===== src/rtl/mgmt_pkg.sv =====
package mgmt_pkg;

  localparam int FRAME_BITS = 64;
  localparam int TA_IDX     = 46;
  localparam int DATA_IDX   = 48;

  localparam logic [7:0] OFS_ADDR = 8'h44;
  localparam logic [7:0] OFS_WDAT = 8'h48;
  localparam logic [7:0] OFS_RDAT = 8'h4C;
  localparam logic [7:0] OFS_CMD  = 8'h50;

  localparam int CMD_GO_BIT   = 8;
  localparam int CMD_OP_BIT   = 0;
  localparam int CMD_BUSY_BIT = 16;

  typedef struct packed {
    logic        is_write;
    logic [4:0]  phy;
    logic [4:0]  regnum;
    logic [15:0] wdata;
  } xfer_req_t;

  function automatic logic [FRAME_BITS-1:0] build_frame(input xfer_req_t r);
    logic [1:0]  op;
    logic [1:0]  ta;
    logic [15:0] dat;
    op  = r.is_write ? 2'b01 : 2'b10;
    ta  = r.is_write ? 2'b10 : 2'b11;
    dat = r.is_write ? r.wdata : 16'hFFFF;
    return {32'hFFFF_FFFF, 2'b01, op, r.phy, r.regnum, ta, dat};
  endfunction

endpackage


===== src/rtl/mgmt_mdc_gen.sv =====
module mgmt_mdc_gen #(
  parameter int DIV_HALF = 4
) (
  input  logic clk,
  input  logic rst_n,
  input  logic run,
  output logic mdc,
  output logic rise,
  output logic fall
);
  localparam int CW = (DIV_HALF > 1) ? $clog2(DIV_HALF) : 1;
  localparam logic [CW-1:0] LAST = CW'(DIV_HALF - 1);

  logic [CW-1:0] cnt_q, cnt_n;
  logic          mdc_q, mdc_n;
  logic          term;

  assign term = run && (cnt_q == LAST);
  assign rise = term && !mdc_q;
  assign fall = term && mdc_q;
  assign mdc  = mdc_q;

  always_comb begin
    cnt_n = cnt_q;
    mdc_n = mdc_q;
    if (!run) begin
      cnt_n = '0;
      mdc_n = 1'b0;
    end else if (term) begin
      cnt_n = '0;
      mdc_n = !mdc_q;
    end else begin
      cnt_n = cnt_q + 1'b1;
    end
  end

  always_ff @(posedge clk or negedge rst_n) begin
    if (!rst_n) begin
      cnt_q <= '0;
      mdc_q <= 1'b0;
    end else begin
      cnt_q <= cnt_n;
      mdc_q <= mdc_n;
    end
  end
endmodule


===== src/rtl/mgmt_frame_engine.sv =====
module mgmt_frame_engine
  import mgmt_pkg::*;
(
  input  logic        clk,
  input  logic        rst_n,
  input  logic        start,
  input  xfer_req_t   req,
  input  logic        rise,
  input  logic        fall,
  input  logic        mdio_i,
  output logic        busy,
  output logic        mdio_o,
  output logic        mdio_oe,
  output logic        rd_done,
  output logic [15:0] rd_data
);
  localparam int IW = $clog2(FRAME_BITS);
  localparam logic [IW-1:0] LAST_I = IW'(FRAME_BITS - 1);
  localparam logic [IW-1:0] TA_I   = IW'(TA_IDX);
  localparam logic [IW-1:0] DAT_I  = IW'(DATA_IDX);

  logic                  busy_q, busy_n;
  logic                  wr_q, wr_n;
  logic [IW-1:0]         idx_q, idx_n;
  logic [FRAME_BITS-1:0] sh_q, sh_n;
  logic [15:0]           cap_q, cap_n;
  logic                  load_en, cap_en, adv_en, end_en;

  assign load_en = !busy_q && start;
  assign cap_en  = busy_q && rise && !wr_q && (idx_q >= DAT_I);
  assign end_en  = busy_q && fall && (idx_q == LAST_I);
  assign adv_en  = busy_q && fall && (idx_q != LAST_I);

  always_comb begin
    busy_n = busy_q;
    wr_n   = wr_q;
    idx_n  = idx_q;
    sh_n   = sh_q;
    cap_n  = cap_q;
    if (load_en) begin
      busy_n = 1'b1;
      wr_n   = req.is_write;
      idx_n  = '0;
      sh_n   = build_frame(req);
    end
    if (cap_en) cap_n = {cap_q[14:0], mdio_i};
    if (adv_en) begin
      idx_n = idx_q + 1'b1;
      sh_n  = {sh_q[FRAME_BITS-2:0], 1'b0};
    end
    if (end_en) busy_n = 1'b0;
  end

  always_ff @(posedge clk or negedge rst_n) begin
    if (!rst_n) begin
      busy_q <= 1'b0;
      wr_q   <= 1'b0;
      idx_q  <= '0;
      sh_q   <= '0;
      cap_q  <= '0;
    end else begin
      busy_q <= busy_n;
      wr_q   <= wr_n;
      idx_q  <= idx_n;
      sh_q   <= sh_n;
      cap_q  <= cap_n;
    end
  end

  assign busy    = busy_q;
  assign mdio_o  = busy_q && sh_q[FRAME_BITS-1];
  assign mdio_oe = busy_q && (wr_q || (idx_q < TA_I));
  assign rd_done = end_en && !wr_q;
  assign rd_data = cap_q;
endmodule


===== src/rtl/mgmt_serial_master.sv =====
module mgmt_serial_master
  import mgmt_pkg::*;
#(
  parameter int DIV_HALF = 4,
  parameter int ADDR_W   = 8
) (
  input  logic              clk,
  input  logic              rst_n,
  input  logic [ADDR_W-1:0] reg_addr,
  input  logic              reg_wr,
  input  logic [31:0]       reg_wdata,
  output logic [31:0]       reg_rdata,
  output logic              mdc,
  output logic              mdio_o,
  output logic              mdio_oe,
  input  logic              mdio_i
);
  localparam logic [ADDR_W-1:0] A_ADDR = ADDR_W'(OFS_ADDR);
  localparam logic [ADDR_W-1:0] A_WDAT = ADDR_W'(OFS_WDAT);
  localparam logic [ADDR_W-1:0] A_RDAT = ADDR_W'(OFS_RDAT);
  localparam logic [ADDR_W-1:0] A_CMD  = ADDR_W'(OFS_CMD);

  logic [4:0]  phy_q, phy_n;
  logic [4:0]  rno_q, rno_n;
  logic [15:0] wd_q, wd_n;
  logic [15:0] rd_q, rd_n;
  logic        addr_we, wdat_we, go;
  logic        busy, rise, fall, rd_done;
  logic [15:0] rd_data;
  xfer_req_t   req;
  logic        wdata_unused;

  assign wdata_unused = ^{reg_wdata[31:16], reg_wdata[7:5]};

  assign addr_we = reg_wr && (reg_addr == A_ADDR);
  assign wdat_we = reg_wr && (reg_addr == A_WDAT);
  assign go      = reg_wr && (reg_addr == A_CMD) && reg_wdata[CMD_GO_BIT];

  assign req.is_write = reg_wdata[CMD_OP_BIT];
  assign req.phy      = phy_q;
  assign req.regnum   = rno_q;
  assign req.wdata    = wd_q;

  always_comb begin
    phy_n = phy_q;
    rno_n = rno_q;
    wd_n  = wd_q;
    rd_n  = rd_q;
    if (addr_we) begin
      phy_n = reg_wdata[12:8];
      rno_n = reg_wdata[4:0];
    end
    if (wdat_we) wd_n = reg_wdata[15:0];
    if (rd_done) rd_n = rd_data;
  end

  always_ff @(posedge clk or negedge rst_n) begin
    if (!rst_n) begin
      phy_q <= '0;
      rno_q <= '0;
      wd_q  <= '0;
      rd_q  <= '0;
    end else begin
      phy_q <= phy_n;
      rno_q <= rno_n;
      wd_q  <= wd_n;
      rd_q  <= rd_n;
    end
  end

  always_comb begin
    reg_rdata = '0;
    case (reg_addr)
      A_ADDR: reg_rdata = {19'b0, phy_q, 3'b0, rno_q};
      A_WDAT: reg_rdata = {16'b0, wd_q};
      A_RDAT: reg_rdata = {16'b0, rd_q};
      A_CMD:  reg_rdata = 32'(busy) << CMD_BUSY_BIT;
      default: reg_rdata = '0;
    endcase
  end

  mgmt_mdc_gen #(.DIV_HALF(DIV_HALF)) u_mdc (
    .clk   (clk),
    .rst_n (rst_n),
    .run   (busy),
    .mdc   (mdc),
    .rise  (rise),
    .fall  (fall)
  );

  mgmt_frame_engine u_eng (
    .clk     (clk),
    .rst_n   (rst_n),
    .start   (go),
    .req     (req),
    .rise    (rise),
    .fall    (fall),
    .mdio_i  (mdio_i),
    .busy    (busy),
    .mdio_o  (mdio_o),
    .mdio_oe (mdio_oe),
    .rd_done (rd_done),
    .rd_data (rd_data)
  );
endmodule


===== config.mk =====
export PLATFORM = sky130hd
export DESIGN_NAME = mgmt_serial_master
export DESIGN_NICKNAME = d
export VERILOG_FILES = /design/src/rtl/mgmt_pkg.sv /design/src/rtl/mgmt_mdc_gen.sv /design/src/rtl/mgmt_frame_engine.sv /design/src/rtl/mgmt_serial_master.sv
export SDC_FILE = /design/constraint.sdc
export NUM_CORES = 1
export LEC_CHECK = 0
export CAP_MARGIN = 20
export CORE_MARGIN = 3
export CORE_UTILIZATION = 58
export CTS_CLUSTER_DIAMETER = 120
export DETAILED_ROUTE_END_ITERATION = 16
export GPL_ROUTABILITY_DRIVEN = 0
export PLACE_DENSITY = 0.84
export SLEW_MARGIN = 15
export SYNTH_ARGS = -nofsm -noshare
export SYNTH_HDL_FRONTEND = slang
export SYNTH_SLANG_ARGS = --single-unit

===== constraint.sdc =====
create_clock -name clk -period 4.05 [get_ports clk]
set_input_delay 0.81 -clock clk [delete_from_list [all_inputs] [get_ports clk]]
set_output_delay 0.81 -clock clk [all_outputs]
set_load 0.005 [all_outputs]

==> results.toml <==
[cts]
h-tree-depth = 4
max_buffers_root_to_sink = 2
worst_setup_hold_path_clk_slew_ns = 0.06
tritoncts = "built"
clock_latency_ns = 0.53
cts-root-buf = "sky130_fd_sc_hd__clkbuf_8"
clock_sinks = 133
num_cts_buffers = 17
postCtsHoldBufs = 0

[finish]
area_grow_syn2layout_pct = 20.30
finalNetCount = 572
filler_cell_count = 663
utilization = 0.7195
final_cell_mix = "sky130_fd_sc_hd__dfrtp_1, sky130_fd_sc_hd__mux2_2, sky130_fd_sc_hd__clkdlybuf4s50_1"
drive_above_1_share = 0.2301
insertedDiodeCount = 0
mostFrequentLayoutCell = "sky130_fd_sc_hd__dfrtp_1"

[yosys]
syn_inst = 475
ys_flop_type = "sky130_fd_sc_hd__dfrtp_1"
synth_enable_flop_cells = 0
synthesis.yosys.warnings = 0
ys_seq_elements = 133
post_synth_num_cell_types = 49
syn_area_mm2 = 0.005873
share_of_synthesized_area_occupied_by_flip_flops_and_latches = 0.5667
synth-async-reset-ratio = 1.000
synth.avg_cell_area_um2 = 12.36

[die]
area_of_the_core_mm2 = 0.009819
die_width_um = 106.6
initial_core_util = 0.5981
die_h_um = 106.6
core.rowCount = 36
ios = 79
design.die.area_mm2 = 0.01137

[hold_path]
hp-class = "in -> async"

[detailed_routing]
detail_route.drc_violations = 0
met3_length_um = 786
wl_met2_mm = 6.626
dr.pass1.iters = 5
via_per_inst = 6.113
drt_wl_total_mm = 13.04
routed_wire_length_per_instance_um = 19.41
met1Wirelength_mm = 5.363
maxUsedRoutingLayer = "met4"
detail-route-antenna-nets = 0
dr_total_vias = 4108
drt-initial-drc-count = 275

[critical_path]
worst-path-max-fanout = 10
r2r_cells = 5
start_of_the_worst_register_to_register_path = "u_eng.idx_q[1]"
critical_path.reg2reg.endpoint = "rd_q[11]"
start_kind = "input port"
regToRegSetupSlack_ns = 1.76
timing.setup.critical_path_class = "in -> out"
category_of_the_worst_setup_path_capture_point = "output pin"
worstPathRequired_ns = 3.24
critical_path_arrival_ns = 3.00

[sta]
report.final.hold_viol_count = 0
min_period_ns = 3.809
setup_repair_after_global_routing_missed_its_margin = "no"
layout_worst_path_cycle_share = 0.9405
finalMaxSlewViolations = 0
setup_viol = 0
worst_clock_skew_ns = 0.01235
timing.setup.tns_ns = 0
timing.fmax_mhz = 262.5
worstMarginPinSlew_ns = 0.8322
max_slew_margin = 0.4452

[placed_design]
dp.final_hpwl_mm = 7.961
count_of_buffers_inserted_at_the_top_level_ports = 47

[power_and_ir_drop]
vdd.ir_drop.worst_uv = 315.8
leakagePower_nw = 3.229
power_density_mw_per_mm2 = 443.2

[grt]
first_global_vias = 4378
grt_pass1_wl_mm = 21.93
grt_antenna_before_repair = 0
grt-ovfl-total = 0
track_usage = 0.2473
grt_start_max_net_pins = 70

[run]
cap_violations = 0

[outcome]
status = "complete, no violations"
## per-stage QoR
step	total power, W	hold WS (ns)	cell area (um2)	setup WS (ns)	std cells
after floorplan	0.001494	0.4139	5926	1.255	489
after global placement	0.001559	0.4241	6420	0.1843	638
after detailed placement	0.001567	0.4354	6446	0.1069	640
after CTS	0.003139	0.4230	7061	0.07081	672
after global routing	0.003231	0.4441	7066	0.1714	672
final	0.003132	0.3911	7066	0.2410	672
## cells by family (layout without fill, tap and decap cells)
logic type,count (synthesis),after routing,synth area share
simple gates,117,117,0.1046
fa+ha+maj,2,2,0.004260
other cells,1,15,0.0006385
mux,74,74,0.1534
buf+inv,44,94,0.04388
flops,133,133,0.5667
xor+xnor,1,1,0.001492
compound gates,103,103,0.1251
## synthesized netlist by cell type, types with 3 or more instances
master | instances | share of area
sky130_fd_sc_hd__nand3_1 | 3 | 0.0026
sky130_fd_sc_hd__nor3b_1 | 6 | 0.0077
sky130_fd_sc_hd__dfrtp_1 | 133 | 0.57
sky130_fd_sc_hd__nor2_1 | 36 | 0.023
sky130_fd_sc_hd__o22ai_1 | 13 | 0.014
sky130_fd_sc_hd__mux2_4 | 20 | 0.051
sky130_fd_sc_hd__and2_1 | 3 | 0.0032
sky130_fd_sc_hd__a22oi_1 | 10 | 0.013
sky130_fd_sc_hd__and3_1 | 3 | 0.0032
sky130_fd_sc_hd__nand2_1 | 45 | 0.029
sky130_fd_sc_hd__mux2i_1 | 6 | 0.010
sky130_fd_sc_hd__buf_2 | 5 | 0.0043
sky130_fd_sc_hd__o21ai_0 | 17 | 0.014
sky130_fd_sc_hd__o22a_1 | 34 | 0.051
sky130_fd_sc_hd__a31oi_1 | 16 | 0.017
sky130_fd_sc_hd__clkbuf_1 | 16 | 0.010
sky130_fd_sc_hd__mux2_2 | 48 | 0.092
sky130_fd_sc_hd__buf_4 | 19 | 0.024
## worst max-delay path, cell delays in order
cell and delay, ns:
sky130_fd_sc_hd__clkdlybuf4s50_1 0.45, sky130_fd_sc_hd__or4b_4 0.58, sky130_fd_sc_hd__or3_4 0.45, sky130_fd_sc_hd__nor2_1 0.16, sky130_fd_sc_hd__clkdlybuf4s50_1 0.54
## power breakdown
part	total (W)	internal, W	leakage, nW	switching [W]
clock	0.00158	0.000984	0.295	0.000600
combinational	0.000144	0.0000712	1.25	0.0000727
sequential	0.00140	0.00137	1.69	0.0000330
## worst max-delay path by stage
| stage | startpoint | endpoint | slack (ns) | cells after the start |
|---|---|---|---|---|
| after floorplan | reg_addr[5] | reg_rdata[0] | 1.25 | 4 |
| after global placement | reg_addr[5] | reg_rdata[0] | 0.18 | 5 |
| after detailed placement | reg_addr[5] | reg_rdata[4] | 0.11 | 5 |
| after CTS | reg_addr[5] | reg_rdata[4] | 0.07 | 5 |
| after global routing | reg_addr[5] | reg_rdata[4] | 0.17 | 5 |
| final | reg_addr[5] | reg_rdata[4] | 0.24 | 5 |
## registers in the layout (all words and copies together), names as in the netlist
register	flops
phy_q	5
u_mdc.mdc	1
rd_q	16
rno_q	5
u_mdc.cnt_q	2
wd_q	16
u_eng.wr_q	1
u_eng.rd_data	16
u_eng.idx_q	6
u_eng.busy	1
u_eng.sh_q	64
## layout make-up
cell class | count | area, um2 | share of cell area
sequential | 133 | 3328 | 0.4710
multi-input combinational | 312 | 2356 | 0.3335
timing repair buffer | 61 | 596.8 | 0.08447
clock buffer | 20 | 445.4 | 0.06304
clock inverter | 12 | 168.9 | 0.02391
tap | 133 | 166.4 | 0.02355
inverter | 1 | 3.754 | 0.0005313
## layer usage
| layer | up-vias | global-route usage |
|---|---|---|
| met4 | 0 | 0.08950 |
| met2 | 151 | 0.4096 |
| met1 | 2121 | 0.3165 |
| li1 | 1804 | - |
| met3 | 32 | 0.06382 |
| met5 | - | 0 |
## repair_timing
action / 4_1_cts / 5_1_grt
buffers inserted: 0 / 0
endpoints found under the setup margin: 0 / 2
gates resized for setup: 0 / 1
hold endpoints to repair: 0 / 0
No activity file was read; power rests on OpenSTA's default activity.
